<file path="src/rtl/mc_pkg.sv">
package mc_pkg;

  typedef enum logic [2:0] {
    ST_FETCH  = 3'd0,
    ST_INC    = 3'd1,
    ST_DECODE = 3'd2,
    ST_EXEC   = 3'd3,
    ST_MEM    = 3'd4,
    ST_LDWB   = 3'd5,
    ST_HALT   = 3'd6
  } ctl_state_t;

  typedef enum logic [1:0] {
    WB_ALU  = 2'b00,
    WB_MEM  = 2'b01,
    WB_IMM  = 2'b10,
    WB_NONE = 2'b11
  } wb_sel_t;

  localparam logic [3:0] OP_ADD   = 4'h0;
  localparam logic [3:0] OP_SUB   = 4'h1;
  localparam logic [3:0] OP_AND   = 4'h2;
  localparam logic [3:0] OP_OR    = 4'h3;
  localparam logic [3:0] OP_XOR   = 4'h4;
  localparam logic [3:0] OP_LOAD  = 4'h8;
  localparam logic [3:0] OP_STORE = 4'h9;
  localparam logic [3:0] OP_LDI   = 4'hA;
  localparam logic [3:0] OP_HALT  = 4'hF;

endpackage

</file>
<file path="src/rtl/mc_alu.sv">
module mc_alu #(
  parameter int DW = 16
) (
  input  logic [DW-1:0] a,
  input  logic [DW-1:0] b,
  input  logic [3:0]    op,
  output logic [DW-1:0] y,
  output logic [3:0]    fl
);
  import mc_pkg::*;

  logic [DW:0] sum_ext;
  logic        cout;
  logic        ovf;

  always_comb begin
    sum_ext = '0;
    cout    = 1'b0;
    ovf     = 1'b0;
    unique case (op)
      OP_ADD: begin
        sum_ext = {1'b0, a} + {1'b0, b};
        y       = sum_ext[DW-1:0];
        cout    = sum_ext[DW];
        ovf     = (a[DW-1] == b[DW-1]) && (y[DW-1] != a[DW-1]);
      end
      OP_SUB: begin
        sum_ext = {1'b0, a} + {1'b0, ~b} + {{DW{1'b0}}, 1'b1};
        y       = sum_ext[DW-1:0];
        cout    = sum_ext[DW];
        ovf     = (a[DW-1] != b[DW-1]) && (y[DW-1] != a[DW-1]);
      end
      OP_AND:  y = a & b;
      OP_OR:   y = a | b;
      OP_XOR:  y = a ^ b;
      default: y = '0;
    endcase
    fl = {(y == '0), y[DW-1], cout, ovf};
  end

endmodule

</file>
<file path="src/rtl/mc_wbsel.sv">
module mc_wbsel #(
  parameter int DW = 16
) (
  input  mc_pkg::wb_sel_t sel,
  input  logic [DW-1:0]   alu_y,
  input  logic [DW-1:0]   mem_y,
  input  logic [DW-1:0]   imm_y,
  output logic [DW-1:0]   wd,
  output logic            wd_valid
);
  import mc_pkg::*;

  always_comb begin
    wd       = '0;
    wd_valid = 1'b1;
    unique case (sel)
      WB_ALU:  wd = alu_y;
      WB_MEM:  wd = mem_y;
      WB_IMM:  wd = imm_y;
      default: wd_valid = 1'b0;
    endcase
  end

endmodule

</file>
<file path="src/rtl/mc_regfile.sv">
module mc_regfile #(
  parameter int DW   = 16,
  parameter int NREG = 16
) (
  input  logic                    clk,
  input  logic                    rst,
  input  logic                    we,
  input  logic [$clog2(NREG)-1:0] wa,
  input  logic [DW-1:0]           wd,
  input  logic [$clog2(NREG)-1:0] ra,
  input  logic [$clog2(NREG)-1:0] rb,
  output logic [DW-1:0]           rda,
  output logic [DW-1:0]           rdb
);
  localparam int RW = $clog2(NREG);

  logic [DW-1:0]   bank [NREG];
  logic [NREG-1:0] wr_hot;

  for (genvar g = 0; g < NREG; g++) begin : g_dec
    assign wr_hot[g] = we && (wa == RW'(g));
  end

  always_ff @(posedge clk) begin
    for (int i = 0; i < NREG; i++) begin
      if (rst)            bank[i] <= '0;
      else if (wr_hot[i]) bank[i] <= wd;
    end
  end

  assign rda = bank[ra];
  assign rdb = bank[rb];


  wr_onehot_chk: assert property (@(posedge clk) disable iff (rst)
    $onehot0(wr_hot) && (we == (wr_hot != '0)));

endmodule

</file>
<file path="src/rtl/mc_core.sv">
module mc_core #(
  parameter int DW   = 16,
  parameter int AW   = 8,
  parameter int NREG = 16
) (
  input  logic          clk,
  input  logic          rst,
  output logic [AW-1:0] mem_addr,
  output logic          mem_re,
  output logic          mem_we,
  output logic [DW-1:0] mem_wdata,
  input  logic [DW-1:0] mem_rdata,
  output logic [AW-1:0] pc,
  output logic [3:0]    flags,
  output logic          halted
);
  import mc_pkg::*;

  localparam int RW = $clog2(NREG);

  ctl_state_t    state;
  logic [DW-1:0] ir;
  logic [AW-1:0] pc_q;
  logic [AW-1:0] mar_q;
  logic [DW-1:0] mdr_q;
  logic          re_q;
  logic          we_q;
  logic [3:0]    flags_q;

  logic [3:0]    opc;
  logic [RW-1:0] rd_idx;
  logic [RW-1:0] rs_idx;
  logic [AW-1:0] fld;
  logic [DW-1:0] imm_ext;
  logic          is_alu;

  assign opc     = ir[DW-1 -: 4];
  assign rd_idx  = ir[DW-5 -: RW];
  assign rs_idx  = ir[AW-1 -: RW];
  assign fld     = ir[AW-1:0];
  assign imm_ext = {{(DW-AW){1'b0}}, fld};
  assign is_alu  = (opc <= OP_XOR);

  logic [DW-1:0] opa, opb, alu_y, wd;
  logic [3:0]    alu_fl;
  logic          wd_valid;
  logic          wb_req;
  wb_sel_t       wb_sel;

  always_comb begin
    wb_req = 1'b0;
    wb_sel = WB_NONE;
    if (state == ST_EXEC && is_alu) begin
      wb_req = 1'b1;
      wb_sel = WB_ALU;
    end else if (state == ST_EXEC && opc == OP_LDI) begin
      wb_req = 1'b1;
      wb_sel = WB_IMM;
    end else if (state == ST_LDWB) begin
      wb_req = 1'b1;
      wb_sel = WB_MEM;
    end
  end

  mc_alu #(.DW(DW)) u_alu (
    .a(opa), .b(opb), .op(opc), .y(alu_y), .fl(alu_fl)
  );

  mc_wbsel #(.DW(DW)) u_wbsel (
    .sel(wb_sel), .alu_y(alu_y), .mem_y(mem_rdata), .imm_y(imm_ext),
    .wd(wd), .wd_valid(wd_valid)
  );

  mc_regfile #(.DW(DW), .NREG(NREG)) u_rf (
    .clk(clk), .rst(rst), .we(wb_req && wd_valid), .wa(rd_idx), .wd(wd),
    .ra(rd_idx), .rb(rs_idx), .rda(opa), .rdb(opb)
  );

  always_ff @(posedge clk) begin
    if (rst) begin
      state   <= ST_FETCH;
      ir      <= '0;
      pc_q    <= '0;
      mar_q   <= '0;
      mdr_q   <= '0;
      re_q    <= 1'b0;
      we_q    <= 1'b0;
      flags_q <= '0;
    end else begin
      unique case (state)
        ST_FETCH: begin
          mar_q <= pc_q;
          re_q  <= 1'b1;
          state <= ST_INC;
        end
        ST_INC: begin
          re_q  <= 1'b0;
          pc_q  <= pc_q + 1'b1;
          state <= ST_DECODE;
        end
        ST_DECODE: begin
          ir    <= mem_rdata;
          state <= ST_EXEC;
        end
        ST_EXEC: begin
          state <= ST_FETCH;
          if (is_alu) begin
            flags_q <= alu_fl;
          end else if (opc == OP_LOAD) begin
            mar_q <= fld;
            re_q  <= 1'b1;
            state <= ST_MEM;
          end else if (opc == OP_STORE) begin
            mar_q <= fld;
            mdr_q <= opa;
            we_q  <= 1'b1;
            state <= ST_MEM;
          end else if (opc == OP_HALT) begin
            state <= ST_HALT;
          end
        end
        ST_MEM: begin
          re_q  <= 1'b0;
          we_q  <= 1'b0;
          state <= (opc == OP_LOAD) ? ST_LDWB : ST_FETCH;
        end
        ST_LDWB: state <= ST_FETCH;
        default: state <= ST_HALT;
      endcase
    end
  end

  assign mem_addr  = mar_q;
  assign mem_re    = re_q;
  assign mem_we    = we_q;
  assign mem_wdata = mdr_q;
  assign pc        = pc_q;
  assign flags     = flags_q;
  assign halted    = (state == ST_HALT);


  fetch_then_inc_chk: assert property (@(posedge clk) disable iff (rst)
    state == ST_FETCH |=> state == ST_INC && mem_re && mem_addr == pc);


  pc_step_chk: assert property (@(posedge clk) disable iff (rst)
    state == ST_INC |=> state == ST_DECODE && pc == AW'($past(pc) + 1'b1));


  flags_hold_chk: assert property (@(posedge clk) disable iff (rst)
    !(state == ST_EXEC && is_alu) |=> $stable(flags));


  halt_hold_chk: assert property (@(posedge clk) disable iff (rst)
    halted |=> halted && $stable(pc) && !mem_re && !mem_we);


  store_strobe_chk: assert property (@(posedge clk) disable iff (rst)
    $rose(mem_we) |-> state == ST_MEM && mem_addr == fld && opc == OP_STORE);


  none_sel_chk: assert property (@(posedge clk) disable iff (rst)
    wb_sel == WB_NONE |-> !wb_req);

endmodule

</file>
<file path="config.mk">
export PLATFORM = sky130hd
export DESIGN_NAME = mc_core
export DESIGN_NICKNAME = d
export VERILOG_FILES = /design/src/rtl/mc_pkg.sv /design/src/rtl/mc_alu.sv /design/src/rtl/mc_wbsel.sv /design/src/rtl/mc_regfile.sv /design/src/rtl/mc_core.sv
export SDC_FILE = /design/constraint.sdc
export NUM_CORES = 1
export LEC_CHECK = 0
export BUFFER_PORTS_ARGS = -buffer_cell sky130_fd_sc_hd__buf_4
export CORE_MARGIN = 2
export CORE_UTILIZATION = 65
export DETAILED_ROUTE_END_ITERATION = 8
export PLACE_DENSITY = 0.83
export SYNTH_ARGS = -nofsm -noshare
export SYNTH_HDL_FRONTEND = slang
export SYNTH_HIERARCHICAL = 1
export SYNTH_SLANG_ARGS = --single-unit
</file>
<file path="constraint.sdc">
create_clock -name clk -period 12.74 [get_ports clk]
set_input_delay 1.911 -clock clk [delete_from_list [all_inputs] [get_ports clk]]
set_output_delay 1.911 -clock clk [all_outputs]
set_load 0.02 [all_outputs]
</file>
## After elaboration in Yosys (flattened, before gate mapping)

Memory sizes are Yosys's and may differ from the RTL's. A register that Yosys moved wholly into a read port is not among the register bits.
Cells that the tools add are included.

| cells by class | value |
|---|---|
| magnitude comparators | 1 |
| muxes and demuxes | 98 |
| bitwise operators | 22 |
| reduce and logical (&&, ||, !) cells | 36 |
| add/subtract/negate cells | 4 |
| equality and inequality tests | 40 |

Operator list:

| kind | number |
|---|---|
| two-way mux 16 bit | 16 |
| case mux 16 bit (5 select lines) | 1 |
| two-way mux 1 bit | 59 |
| equality test 4 bit (second input constant) | 12 |
| case mux 16 bit (3 select lines) | 1 |
| adder 16 x 16 -> 17 bit | 2 |
| two-way mux 8 bit | 3 |
| logical AND 1 bit | 21 |
| equality test 4 x 3 -> 1 bit (second input constant) | 5 |
| case mux 3 bit (6 select lines) | 1 |
| adder 17 x 1 -> 17 bit (second input constant) | 1 |
| bitwise AND 16 bit | 1 |
| equality test 4 x 2 -> 1 bit (second input constant) | 4 |
| logical NOT 16 bit | 1 |
| two-way mux 4 bit | 4 |
| inverter 16 bit | 1 |
| bitwise OR 1 bit | 16 |
| bitwise OR 16 bit | 1 |
| case mux 8 bit (2 select lines) | 1 |
| XOR 16 bit | 1 |
| two-way mux 3 bit | 5 |
| equality test 3 bit (second input constant) | 3 |
| adder 8 x 1 -> 8 bit (second input constant) | 1 |
| equality test 4 x 1 -> 1 bit (second input constant) | 2 |
| 24 further kinds | 38 |

| word-level totals | value |
|---|---|
| word-level logic and storage cells | 210 |
| input bits | 18 |
| memories kept | 1 |
| bits in registers | 57 |
| output and inout port bits | 39 |
| RAM bits | 256 |

Memories:

| memory | depth | width | rd ports | clocked after Yosys merged registers in | write ports | line | RTL |
|---|---|---|---|---|---|---|---|
| u_rf.bank | 16 | 16 | 2 | 2 | 16 | mc_regfile.sv:17 | `logic [DW-1:0] bank [NREG];` |

## Logic depth before layout (Yosys ltp)

| depth | value |
|---|---|
| depth in word-level cells | 13 |
| depth in mapped cells | 21 |
| depth with buffers taken out | 18 |

## By module

The synthesis kept the hierarchy.

Modules (own cells, without submodules):

| module | sequential area each (µm²) | area an instance (µm²) | times used | cells an instance |
|---|---|---|---|---|
| mc_regfile | 7,687.4 | 13,499.2 | 1 | 868 |
| mc_alu | 0.0 | 2,685.1 | 1 | 409 |
| mc_core | 1,141.1 | 2,463.6 | 1 | 288 |
| mc_wbsel | 0.0 | 386.6 | 1 | 40 |

## Worst setup path before layout

OpenSTA, ideal clock, no wires.

| timing | value |
|---|---|
| path kind | register to register |
| start point | reg, netlist name ir[8] |
| end point | reg flags_q[3], in the netlist flags[3] |
| setup time | 0.072 ns |
| data required time | 12.668 ns |
| slack | 7.960 ns |
| period minus slack after synthesis | 4.780 ns |
| stages on the path, launching flop included | 21 |
| buffers on the path | 2 |
| data arrival time | 4.708 ns |
| cells stage by stage | dfxtp_1 -> buf_4 -> buf_2 -> mux4_2 -> a22oi_1 -> nand2_1 -> inv_1 -> ha_1 -> inv_1 -> fa_1 -> and2b_2 -> o21ai_0 -> nand2_1 -> a221oi_1 -> xor2_1 -> a211o_1 -> or4_1 -> or4_1 -> nor4_2 -> nand2b_1 -> mux2i_1 |

RTL lines:

| element | line | RTL |
|---|---|---|
| to (signal assigned) | mc_core.sv:108 | `flags_q <= alu_fl;` |
| to (decl) | mc_core.sv:28 | `logic [3:0] flags_q;` |

==> impl_metrics.xml <==
<?xml version="1.0" encoding="UTF-8"?>
<metrics>
  <group name="status">
    <metric name="status" unit="">complete, no violations</metric>
  </group>
  <group name="critical_path">
    <metric name="r2r_setup_slk" unit="ps">5840</metric>
    <metric name="timing.critical_path.required" unit="ps">13100</metric>
    <metric name="capture_instance_of_the_worst_register_to_register_path" unit="">u_rf/bank[10][15]</metric>
    <metric name="path_type_of_the_worst_setup_path" unit="">reg -&gt; reg</metric>
    <metric name="endpoint" unit="">u_rf/bank[10][15]</metric>
    <metric name="reg_to_reg_start" unit="">ir[8]</metric>
    <metric name="critPathMaxFanout" unit="">43</metric>
    <metric name="worst_r2r_path_depth" unit="">17</metric>
    <metric name="setup.worst_path.start" unit="">ir[8]</metric>
    <metric name="critical_path_start_type" unit="">flip-flop</metric>
    <metric name="worst-endpoint-arrival" unit="ps">7260</metric>
    <metric name="worst_setup_path_end_kind" unit="">flip-flop</metric>
  </group>
  <group name="clock_network">
    <metric name="post_cts.repair.setup_buffers" unit="">0</metric>
    <metric name="cts_inserted_buffers" unit="">35</metric>
    <metric name="maximum_number_of_buffers_from_clock_root_to_sink" unit="">3</metric>
    <metric name="cts_num_sinks" unit="">313</metric>
    <metric name="h_tree_lvl_count" unit="">2</metric>
    <metric name="tritoncts" unit="">built</metric>
    <metric name="clock-root-buffer" unit="">clkbuf_16</metric>
    <metric name="holdBufCountCts" unit="">0</metric>
    <metric name="clk_pin_slew_worst_paths" unit="ps">60</metric>
    <metric name="clock_latency_late_sink" unit="ps">510</metric>
    <metric name="cts-resized-gates" unit="">0</metric>
  </group>
  <group name="layout">
    <metric name="antenna_cells_inserted" unit="">0</metric>
    <metric name="ff_latch_area" unit="um^2">8838</metric>
    <metric name="filler_cell_count" unit="">1931</metric>
    <metric name="final_layout_size_suffix_gt1_share" unit="%">19.15</metric>
    <metric name="finalNetCount" unit="">1692</metric>
    <metric name="final_cell_area" unit="um^2">20750</metric>
    <metric name="flow.area_growth_from_synthesis" unit="%">8.992</metric>
    <metric name="multiInputGateArea" unit="um^2">9346</metric>
  </group>
  <group name="power_and_ir_drop">
    <metric name="share_seq_of_total_power" unit="%">44.0</metric>
    <metric name="power.share.clock" unit="%">35.8</metric>
    <metric name="power.internal" unit="uW">1898</metric>
    <metric name="p_sw" unit="uW">762.9</metric>
    <metric name="ir_drop" unit="mV">0.09502</metric>
    <metric name="comb_power_share" unit="%">20.2</metric>
    <metric name="switching_power_as_a_share_of_total_power" unit="%">28.68</metric>
    <metric name="power.density_cell_area" unit="nW/um^2">128.2</metric>
    <metric name="total_power" unit="uW">2661</metric>
    <metric name="static_power_due_to_leakage" unit="uW">0.007630</metric>
  </group>
  <group name="floorplanning">
    <metric name="die_area" unit="um^2">30670</metric>
    <metric name="die_y" unit="um">175.1</metric>
    <metric name="die_w" unit="um">175.1</metric>
    <metric name="initial_core_util" unit="%">66.14</metric>
    <metric name="top_level_ports" unit="">57</metric>
    <metric name="core.rowCount" unit="">62</metric>
    <metric name="placeableCoreArea" unit="um^2">28780</metric>
  </group>
  <group name="timing">
    <metric name="top_achievable_clock_speed" unit="GHz">0.1449</metric>
    <metric name="slew_of_the_pin_with_the_lowest_slew_margin" unit="ps">1397</metric>
    <metric name="slew_hr" unit="%">6.877</metric>
    <metric name="grt_setup_unrepaired" unit="">false</metric>
    <metric name="report.final.slew_viol_count" unit="">0</metric>
    <metric name="timing.final.hold_violations" unit="">0</metric>
    <metric name="final-setup-viol-count" unit="">0</metric>
    <metric name="final.setup_skew" unit="ps">16.17</metric>
    <metric name="finalCriticalPeriod" unit="ps">6900</metric>
    <metric name="tns" unit="ps">0</metric>
    <metric name="finalCritPeriodShare" unit="%">54.16</metric>
  </group>
  <group name="place">
    <metric name="dp_area" unit="um^2">19700</metric>
    <metric name="dpl_wire_length" unit="um">36720</metric>
    <metric name="placement.io_buffers" unit="">56</metric>
    <metric name="place.gp.congestion" unit="">0.9520</metric>
  </group>
  <group name="yosys">
    <metric name="synth_largest_area_cell" unit="">edfxtp_1</metric>
    <metric name="yosys.area.top_type_share" unit="%">40.39</metric>
    <metric name="synth_xor_area_share" unit="%">0.1841</metric>
    <metric name="synth_adder_area_share" unit="%">3.563</metric>
    <metric name="synth_edf_count" unit="">256</metric>
    <metric name="netlist_instances" unit="">1605</metric>
    <metric name="dominant_combinational_cell_family_by_area_after_synthesis" unit="">multiplexers</metric>
    <metric name="synth_async_reset_ratio" unit="%">0</metric>
    <metric name="synth_top_cells_by_area" unit="">edfxtp_1 (40%), mux4_2 (15%), and2_1 (8.6%)</metric>
    <metric name="post_synth.cell_area_avg" unit="um^2">11.86</metric>
    <metric name="ys_dominant_reg_cell" unit="">edfxtp_1</metric>
    <metric name="synth_simple_gate_area_share" unit="%">16.50</metric>
    <metric name="post_synth_mux_area_share" unit="%">16.95</metric>
    <metric name="synth.cell_area" unit="um^2">19030</metric>
    <metric name="synth_seq_area_share" unit="%">46.38</metric>
    <metric name="synth.yosys.warnings" unit="">6</metric>
    <metric name="compound_gate_portion_of_the_synthesized_area" unit="%">11.68</metric>
    <metric name="post_synth_num_cell_types" unit="">83</metric>
    <metric name="postSynthRegisterBits" unit="">313</metric>
  </group>
  <group name="drt">
    <metric name="detail_route.wl_per_cell" unit="um">27.48</metric>
    <metric name="drt_iter0_drc" unit="">2096</metric>
    <metric name="dr.pass1.iters" unit="">5</metric>
    <metric name="ant_nets" unit="">0</metric>
    <metric name="drt-vias-per-instance" unit="">7.039</metric>
    <metric name="via_count" unit="">14250</metric>
    <metric name="drcViolationCount" unit="">0</metric>
    <metric name="wl" unit="um">55610</metric>
  </group>
  <group name="worst_hold_path">
    <metric name="hold_depth" unit="">2</metric>
    <metric name="min_path_type" unit="">reg -&gt; reg</metric>
  </group>
  <group name="grt">
    <metric name="grt_pass1_wl" unit="um">82900</metric>
    <metric name="grt_util_all_layers" unit="%">36.31</metric>
    <metric name="grt_pass1_vias" unit="">13730</metric>
    <metric name="grt_start_max_net_pins" unit="">84</metric>
    <metric name="number_of_antenna_violations_at_the_first_check_in_global_routing" unit="">0</metric>
    <metric name="gr-total-overflow" unit="">0</metric>
  </group>
  <group name="flow_run">
    <metric name="timing.max_cap.violations" unit="">0</metric>
  </group>
</metrics>
[per-stage QoR]
stage,utilization [%],std cells,hold slack (ps),worst slack [ps]
2_1_floorplan,-,1612,448.9,7960
3_3_place_gp,68.44,1968,462.3,6313
3_5_place_dp,68.44,1968,463.8,6053
4_1_cts,72.09,2024,473.8,5982
5_1_grt,72.09,2024,486.7,5529
6_report,72.09,2024,471.9,5840
[Yosys cell counts, types with 4 or more instances]
cell type / number
a211oi_1: 31
a21o_1: 9
a21oi_1: 75
a221oi_1: 6
a22oi_1: 65
and2_1: 261
and3_1: 5
buf_1: 11
buf_2: 16
buf_4: 17
buf_6: 8
clkbuf_1: 79
clkbuf_2: 4
dfxtp_1: 57
edfxtp_1: 256
ha_1: 51
inv_1: 56
mux2i_1: 32
mux4_2: 128
nand2_1: 100
nand2b_1: 14
nand3_1: 23
nand3b_1: 5
nand4_1: 6
nor2_1: 65
nor2_4: 4
nor2b_1: 9
nor3_1: 16
nor3b_1: 4
o211a_1: 5
o211ai_1: 9
o21ai_0: 46
o21bai_1: 18
o2bb2ai_1: 17
or3_1: 9
or4_1: 4
[cell type report]
type / instances / area share, %
multi-input cells: 1105 / 45.05
well taps: 384 / 2.316
flip-flops and latches: 313 / 42.60
repair buffers: 109 / 3.944
inverters: 57 / 1.031
clock buffers: 42 / 4.348
clock inverters: 14 / 0.7056
[critical path, stage by stage (launching register included)]
cell and delay (ps):
dfxtp_4 710, buf_4 760, mux4_2 590, a22oi_1 310
nand2_1 300, inv_1 130, ha_1 270, or2_0 230
a221oi_2 330, o21ai_0 230, o21ai_0 420, a221oi_1 170
nor2_1 170, nor3_1 90, a31oi_1 450, mux2i_1 180
o2bb2ai_1 1080, and2_1 280
[registers in the layout, summed over array words and instances (netlist names)]
signal     flops
u_rf/bank    256
ir            16
mem_wdata     16
mem_addr       8
pc             8
flags          4
state          3
mem_re         1
mem_we         1
[layer usage]
| layer | GRT usage [%] | wire length, um | vias to the layer above |
|---|---|---|---|
| li1 | - | - | 6054 |
| met2 | 57.15 | 25740 | 1011 |
| met1 | 47.69 | 19930 | 6948 |
| met5 | 0 | 0 | - |
| met4 | 21.18 | 3722 | 0 |
| met3 | 6.614 | 6223 | 234 |
[layout by cell type (no fill, tap or decap), types with 5 or more instances in the layout]
cell       instances
and2_1           261
edfxtp_1         256
mux4_2           128
buf_4            109
nand2_1          100
a21oi_1           75
nor2_1            65
a22oi_1           65
inv_1             56
dfxtp_1           53
ha_1              51
o21ai_0           45
clkbuf_16         35
mux2i_1           32
a211oi_1          31
nand3_1           23
o21bai_1          18
o2bb2ai_1         17
nor3_1            16
nand2b_1          14
a21o_1             9
or3_1              9
o211ai_1           9
conb_1             8
clkbuf_1           7
a221oi_1           6
nor2b_1            6
nand4_1            6
clkinv_1           6
and3_1             5
nand3b_1           5
o211a_1            5
[power groups by stage]
stage / Clock [uW] / Combinational [uW] / Sequential [uW]
finish: 953 / 536 / 1170
global route: 1000 / 566 / 1180
CTS: 964 / 518 / 1170
detailed placement: 0 / 516 / 1190
global placement: 0 / 510 / 1190
floorplan: 0 / 373 / 1180
[how the worst min path moves through the flow]
stage / start / end / slack [ps]
4_1_cts: flags[3] / flags[3] / 470
5_1_grt: mem_wdata[0] / mem_wdata[0] / 490
2_1_floorplan: ir[0] / ir[0] / 450
3_3_place_gp: flags[2] / flags[2] / 460
6_report: flags[3] / flags[3] / 470
3_5_place_dp: flags[3] / flags[3] / 460
[cells by family (layout without fill, tap and decap cells)]
group,count (synthesis),count (layout)
compound gates,323,323
xor+xnor,4,4
fa+ha+maj,53,53
buf+inv,194,222
flops,313,313
mux,162,162
other cells,1,8
simple gates,555,555
Note: power is estimated with default switching activity, not from simulation.
